## src/rtl/alert_router.sv

```systemverilog
module alert_router #(
  parameter int NSLOT = 4,
  parameter int NCH   = 4,
  parameter int DW    = 16,
  parameter int AW    = 4
) (
  input  logic          clk,
  input  logic          rst_n,
  input  logic          enable,
  input  logic          wr_en,
  input  logic          rd_en,
  input  logic [AW-1:0] addr,
  input  logic [DW-1:0] wdata,
  output logic [DW-1:0] rdata,
  input  logic          meas_valid,
  input  logic [1:0]    meas_chan,
  input  logic [DW-1:0] meas_shunt,
  input  logic [DW-1:0] meas_bus,
  output logic          alert_n
);
  localparam int CHW  = $clog2(NCH);
  localparam int CFGW = CHW + 3;
  localparam logic [AW-1:0] STAT_ADDR = AW'(2 * NSLOT);
  localparam logic [DW-1:0] LIM_RST = {1'b0, {(DW-1){1'b1}}};

  logic [CFGW-1:0]  cfg [NSLOT];
  logic [DW-1:0]    lim [NSLOT];
  logic             flag_q [NSLOT];
  logic [NSLOT-1:0] flags;
  logic [NSLOT-1:0] hit;

  wire clr = rd_en && (addr == STAT_ADDR);

  for (genvar i = 0; i < NSLOT; i++) begin : g_slot
    wire [2:0]     mask = cfg[i][2:0];
    wire [CHW-1:0] chan = cfg[i][CFGW-1:3];
    wire sh_gt = $signed(meas_shunt) > $signed(lim[i]);
    wire sh_lt = $signed(meas_shunt) < $signed(lim[i]);
    wire bu_gt = meas_bus > lim[i];
    wire bu_lt = meas_bus < lim[i];
    logic cond;

    always_comb begin
      case (mask)
        3'b001:  cond = sh_gt;
        3'b010:  cond = sh_lt;
        3'b011:  cond = bu_gt;
        3'b100:  cond = bu_lt;
        default: cond = 1'b0;
      endcase
    end

    assign hit[i]   = meas_valid && (meas_chan == chan) && cond;
    assign flags[i] = flag_q[i];

    always_ff @(posedge clk or negedge rst_n) begin
      if (!rst_n) begin
        cfg[i]    <= '0;
        lim[i]    <= LIM_RST;
        flag_q[i] <= 1'b0;
      end else if (!enable) begin
        cfg[i]    <= '0;
        lim[i]    <= LIM_RST;
        flag_q[i] <= 1'b0;
      end else begin
        if (wr_en && addr == AW'(i))         cfg[i] <= wdata[CFGW-1:0];
        if (wr_en && addr == AW'(NSLOT + i)) lim[i] <= wdata;
        flag_q[i] <= hit[i] | (flag_q[i] & ~clr);
      end
    end
  end

  always_comb begin
    rdata = '0;
    for (int i = 0; i < NSLOT; i++) begin
      if (addr == AW'(i))         rdata[CFGW-1:0] = cfg[i];
      if (addr == AW'(NSLOT + i)) rdata = lim[i];
    end
    if (addr == STAT_ADDR) rdata[NSLOT-1:0] = flags;
  end

  assign alert_n = ~|flags;
endmodule


```

## config.mk

```make
export PLATFORM = sky130hd
export DESIGN_NAME = alert_router
export DESIGN_NICKNAME = d
export VERILOG_FILES = /design/src/rtl/alert_router.sv
export SDC_FILE = /design/constraint.sdc
export NUM_CORES = 1
export LEC_CHECK = 0
export BUFFER_PORTS_ARGS = -buffer_cell sky130_fd_sc_hd__buf_4
export CAP_MARGIN = 20
export CELL_PAD_IN_SITES_DETAIL_PLACEMENT = 1
export CELL_PAD_IN_SITES_GLOBAL_PLACEMENT = 1
export CORE_MARGIN = 8
export CORE_UTILIZATION = 34
export CTS_BUF_LIST = sky130_fd_sc_hd__clkbuf_8
export DETAILED_ROUTE_END_ITERATION = 10
export HOLD_SLACK_MARGIN = 0.02
export PLACE_DENSITY = 0.68
export SETUP_SLACK_MARGIN = 0.4
export SLEW_MARGIN = 20
export SYNTH_ARGS = -nofsm -noshare
export SYNTH_HDL_FRONTEND = slang
export SYNTH_SLANG_ARGS = --single-unit
```

## constraint.sdc

```tcl
create_clock -name clk -period 2.1 [get_ports clk]
set_input_delay 0.105 -clock clk [delete_from_list [all_inputs] [get_ports clk]]
set_output_delay 0.105 -clock clk [all_outputs]
set_load 0.01 [all_outputs]
```

==> impl_metrics.json, run 1 <==
{
  "status": "finished with violations",
  "failed_checks": "negative setup slack",
  "netlist_area_um2": 7770,
  "ys_warn_count": 0,
  "synth-edff-count": 0,
  "drt_iter0_markers": 388,
  "fin_area_um2": 11000,
  "drc": 0,
  "netlist_instances": 858,
  "fin_skew_ns": 0.0166,
  "ys_seq_area_share_pct": 29.3,
  "grt_first_pass_wirelength_mm": 49.5,
  "cts.sinks": 88,
  "hold_viol_final": 0,
  "grt.total_usage_pct": 22.6,
  "place_area_um2": 9940,
  "setup_viol": 6,
  "ir_drop_v": 0.000270,
  "core.rowCount": 55,
  "ys_ff_latch": 88,
  "power_density_nw_per_um2": 398,
  "relSlewSlack_pct": 56.0,
  "synth_top_flop_cell": "dfstp_2",
  "clock_tree.htree_level_count": 3,
  "portBuffers": 76,
  "via_per_inst": 5.63,
  "final_cell_mix": "buf_4 (206), nand2_1 (117), ha_1 (88), o211ai_1 (61), dfstp_2 (60)",
  "syn_avg_cell_area_um2": 9.06,
  "finalWorstSetupSlack_ns": -0.421,
  "numCtsBuffers": 9,
  "diodes": 0,
  "critPathArrivalTime_ns": 2.80,
  "ff_latch_area_um2": 2280,
  "rsz0062_at_grt": "true",
  "die_y_um": 167,
  "worst_setup_path_start_kind": "flip-flop",
  "synthArstFlopShare_pct": 100,
  "cts_tree": "done",
  "critPathMaxFanout": 3,
  "grt_max_degree": 48,
  "tns_ns": -1.17,
  "slew_violations": 0,
  "fill_cells": 2573,
  "dpl_worst_slack_ns": -0.435,
  "initial_core_util_pct": 34.4,
  "power.leakage_nw": 5.08,
  "grt.overflow.total": 0,
  "first_pass_iters": 7,
  "final_common_cell": "buf_4",
  "tightest_slew_ns": 0.653,
  "dieWidth_um": 167,
  "ant_nets": 0,
  "nets": 1266,
  "period_needed_ns": 2.52,
  "syn2layout_area_growth_pct": 42.1,
  "die_area_um2": 28000,
  "antenna_found_initial": 0,
  "required_ns": 2.38,
  "synth_nets": 1046,
  "hold_path_class": "input pin to flip-flop",
  "path_clk_slew_ns": 0.11,
  "dp_hpwl_mm": 23.9,
  "core_um2": 22600,
  "fmax_ghz": 0.397,
  "multiInputGateArea_um2": 5850,
  "min_period_over_period_pct": 120,
  "path_class": "flip-flop to flip-flop",
  "insertion_delay_ns": 0.40,
  "drv_cap": 0,
  "routed_wl_mm": 31.6,
  "synth.distinct_cells": 61,
  "grt_pass1_vias": 8467,
  "gp_congestion": 0.874,
  "endpoint_kind": "flip-flop",
  "layout-drive-gt1-share_pct": 41.1,
  "io_pins": 77,
  "wire_per_inst_um": 23.1,
  "cts_root_buf": "clkbuf_8",
  "cts_buffer_depth": 2,
  "routed-via-count": 7701,
  "utilization_pct": 48.9
}
logic make-up (layout without fill, tap and decap cells):
group	count (synthesis)	in the layout	share of synthesized area (%)
AO/OA/AOI/OAI	192	192	16.7
XOR/XNOR	11	11	1.24
flip-flops	88	88	29.3
adder cells (fa/ha/maj)	128	128	20.6
AND/OR/NAND/NOR	284	284	18.4
buffers and inverters	104	329	5.12
multiplexers	51	51	8.64
layer usage:
metal | vias up | global-route usage [%] | wire [um]
met4 | 0 | 6.95 | 877
met2 | 174 | 40.1 | 15700
met3 | 42 | 2.99 | 1160
met1 | 3891 | 28.1 | 13800
li1 | 3594 | - | -
met5 | - | 0 | 0
synthesized netlist by cell type, types with 14 or more instances:
master,n,area (um^2)
ha_1,128,1600
nand2_1,122,458
inv_1,64,240
o211ai_1,61,458
dfstp_2,60,1580
a21oi_1,51,255
clkbuf_1,35,131
mux2i_1,30,300
nand3_1,30,150
dfrtp_1,28,701
nor2_1,26,97.6
nand4_1,24,150
nor2b_1,24,150
o21ai_0,22,110
and2_1,14,87.6
layout make-up:
type                       count  area share [%]
clock inverter                 7           0.929
timing repair buffer         249            18.7
sequential                    88            20.6
clock buffer                   9            1.12
tap                          285            3.23
multi-input combinational    666            53.0
inverter                      64            2.33
report_power, final:
group	total, mW	internal, mW	leakage, nW	switching, mW
logic	1.15	0.538	3.95	0.614
registers	1.77	1.75	1.02	0.0270
clock network	1.47	0.685	0.110	0.787
registers in the layout (all words and copies together), names as in the netlist:
register  flops
lim          64
flag_q        4
cfg          20
what timing repair did:
item,CTS,global route
gates resized for setup,88,27
endpoints found under the hold margin,90,0
setup buffers,7,8
endpoints found under the setup margin,16,13
pin swaps,36,19
hold buffers,18,0
per-stage QoR:
| step | cells | hold WS (ns) | total power [mW] |
|---|---|---|---|
| final | 1368 | 0.0802 | 4.40 |
| after global placement | 1319 | 0.187 | 2.78 |
| after global routing | 1368 | 0.0678 | 4.55 |
| after detailed placement | 1319 | 0.178 | 2.81 |
| after floorplan | 858 | -0.191 | 2.25 |
| after CTS | 1360 | 0.0619 | 4.38 |
path summary, 6_finish.rpt:
path / start / to / slack [ns] / cells after the start
setup / recovery: lim[44]$_DFFE_PN1P_ / flag_q[2]$_DFF_PN0_ / -0.42 / 11
hold / removal: wr_en / cfg[13]$_DFFE_PN0P_ / 0.08 / 3
setup reg to reg: lim[44]$_DFFE_PN1P_ / flag_q[2]$_DFF_PN0_ / -0.42 / 11
hold reg to reg: lim[59]$_DFFE_PN1P_ / lim[59]$_DFFE_PN1P_ / 0.57 / 2
max in group asynchronous: rst_n / lim[46]$_DFFE_PN1P_ / 1.11 / 3
min in group asynchronous: rst_n / cfg[17]$_DFFE_PN0P_ / 0.27 / 2
worst max-delay path, stage by stage, from the launching register on:
cell      delay [ns]
dfstp_2         0.56
inv_2           0.06
ha_4            0.26
nand4_1         0.15
buf_4           0.18
nor4_4          0.17
a21boi_2        0.25
buf_4           0.14
nor4b_2         0.04
mux2i_1         0.17
nor4b_1         0.07
or3_1           0.36
Note: power is estimated with default switching activity, not from simulation.
==> inputs of run 2 (changes only) <==
--- a/config.mk
+++ b/config.mk
@@ -14,7 +14,7 @@
 export CTS_BUF_LIST = sky130_fd_sc_hd__clkbuf_8
 export DETAILED_ROUTE_END_ITERATION = 10
 export HOLD_SLACK_MARGIN = 0.02
-export PLACE_DENSITY = 0.68
+export PLACE_DENSITY_LB_ADDON = 0.3
 export SETUP_SLACK_MARGIN = 0.4
 export SLEW_MARGIN = 20
 export SYNTH_ARGS = -nofsm -noshare
==> run 2 against run 1 <==
  * The run still ends with negative setup slack left
  * Clock-buffer cell count increased by 1
  * Hold slack lost 0.040 ns
  * Clock power about the same
==> impl_metrics.json, run 2 (same netlist as run 1, synthesis figures left out) <==
{
  "drc": 0,
  "cts_tree": "done",
  "grt_use_met3_pct": 3.17,
  "syn2layout_area_growth_pct": 43.3,
  "grt.overflow.total": 0,
  "final_cell_mix": "buf_4 (211), nand2_1 (120), ha_1 (87), o211ai_1 (61), dfstp_2 (60)",
  "cts_buffer_depth": 2,
  "ir_drop_v": 0.000242,
  "hold_path_class": "input pin to flip-flop",
  "gp_congestion": 0.841,
  "cts_root_buf": "clkbuf_8",
  "routed_wl_mm": 32.5,
  "path_class": "flip-flop to flip-flop",
  "dp.cells": 1327,
  "relSlewSlack_pct": 58.7,
  "global_route.usage.met2_pct": 40.1,
  "hold_viol_final": 0,
  "fmax_ghz": 0.394,
  "power_density_nw_per_um2": 393,
  "final_common_cell": "buf_4",
  "portBuffers": 76,
  "fin_skew_ns": 0.0120,
  "nets": 1276,
  "insertion_delay_ns": 0.39,
  "path_clk_slew_ns": 0.10,
  "failed_checks": "negative setup slack",
  "core.rowCount": 55,
  "dpl_worst_slack_ns": -0.436,
  "dieWidth_um": 167,
  "slew_violations": 0,
  "required_ns": 2.38,
  "wire_per_inst_um": 23.6,
  "clock_tree.htree_level_count": 3,
  "tns_ns": -1.30,
  "largest_register": "lim",
  "largest_reg_flops": 64,
  "core_um2": 22600,
  "dp_hpwl_mm": 24.6,
  "endpoint_kind": "flip-flop",
  "cts.sinks": 88,
  "ant_nets": 0,
  "drv_cap": 0,
  "grt_max_degree": 45,
  "routed-via-count": 7786,
  "die_area_um2": 28000,
  "fin_cells": 1378,
  "fill_cells": 2539,
  "power.leakage_nw": 5.13,
  "grt_first_pass_wirelength_mm": 50.0,
  "finalWorstSetupSlack_ns": -0.438,
  "drt_iter0_markers": 417,
  "via_per_inst": 5.65,
  "first_pass_iters": 5,
  "top_usage_layer": "met2",
  "worst_setup_path_start_kind": "flip-flop",
  "io_pins": 77,
  "grt.total_usage_pct": 23.0,
  "diodes": 0,
  "rsz0062_at_grt": "true",
  "initial_core_util_pct": 34.4,
  "antenna_found_initial": 0,
  "numCtsBuffers": 9,
  "setup_viol": 4,
  "critPathArrivalTime_ns": 2.82,
  "tightest_slew_ns": 0.613,
  "die_y_um": 167,
  "critPathMaxFanout": 3,
  "grt_pass1_vias": 8417,
  "reg_top3": "lim (64), cfg (20), flag_q (4)",
  "min_period_over_period_pct": 121,
  "period_needed_ns": 2.54,
  "utilization_pct": 49.4,
  "status": "finished with violations",
  "gr-usage-met1_pct": 29.1,
  "layout-drive-gt1-share_pct": 42.9
}
[run 2: changes by cell type in the layout (fill, tap and decap cells not counted), sizes merged]
| cell | change |
|---|---|
| clkbuf | +1 |
| dlygate4sd3 | -2 |
| buf | +12 |
| clkinv | -1 |
[run 2: worst max-delay path, stage by stage, from the launching register on]
cell and delay [ns]:
dfstp_2 0.59, inv_4 0.07, ha_4 0.26, nand4_1 0.24, or4_1 0.59, nand4b_1 0.11
mux2_4 0.14, a21oi_1 0.06, or3_1 0.36
[run 2: layer usage]
metal | wire length (um) | vias up
li1 | - | 3617
met1 | 14300 | 3949
met2 | 16300 | 182
met3 | 1180 | 38
met4 | 674 | 0
met5 | 0 | -
[run 2: where the power goes]
part	internal, mW	switching, mW	total, mW	leakage, nW
logic	0.542	0.622	1.16	4.01
registers	1.75	0.0273	1.77	1.01
clock network	0.711	0.731	1.44	0.113
total	3.00	1.38	4.38	5.13
[run 2: path summary, 6_finish.rpt]
check	slack (ns)	cells after the start	to	startpoint
worst max-delay path	-0.44	8	flag_q[2]$_DFF_PN0_	lim[43]$_DFFE_PN1P_
worst min-delay path	0.04	3	lim[2]$_DFFE_PN1P_	wdata[2]
worst max register to register	-0.44	8	flag_q[2]$_DFF_PN0_	lim[43]$_DFFE_PN1P_
worst min register to register	0.56	2	lim[28]$_DFFE_PN1P_	lim[28]$_DFFE_PN1P_
max in group asynchronous	1.22	3	lim[0]$_DFFE_PN1P_	rst_n
min in group asynchronous	0.20	2	flag_q[0]$_DFF_PN0_	rst_n
[run 2: cell type report]
type / count / area (um^2) / area share (%)
Tap cell: 285 / 357 / 3.20
Inverter: 64 / 260 / 2.34
Multi-Input combinational cell: 666 / 5890 / 52.9
Timing Repair Buffer: 259 / 2120 / 19.0
Clock buffer: 10 / 138 / 1.24
Clock inverter: 6 / 90.1 / 0.808
Sequential cell: 88 / 2280 / 20.5
[run 2: metrics by stage]
step	area (um^2)	total power, mW	hold slack [ns]
final	11100	4.38	0.0400
after floorplan	8030	2.25	-0.191
after CTS	10800	4.36	0.0245
after detailed placement	9940	2.80	0.0881
after global placement	9940	2.78	0.0804
after global routing	11100	4.57	0.0528
[run 2: timing repair]
action	CTS	global route
hold endpoints to repair	83	0
pin swaps	35	26
endpoints found under the setup margin	19	17
gates resized for setup	93	49
hold buffers	16	0
buffers inserted	13	6
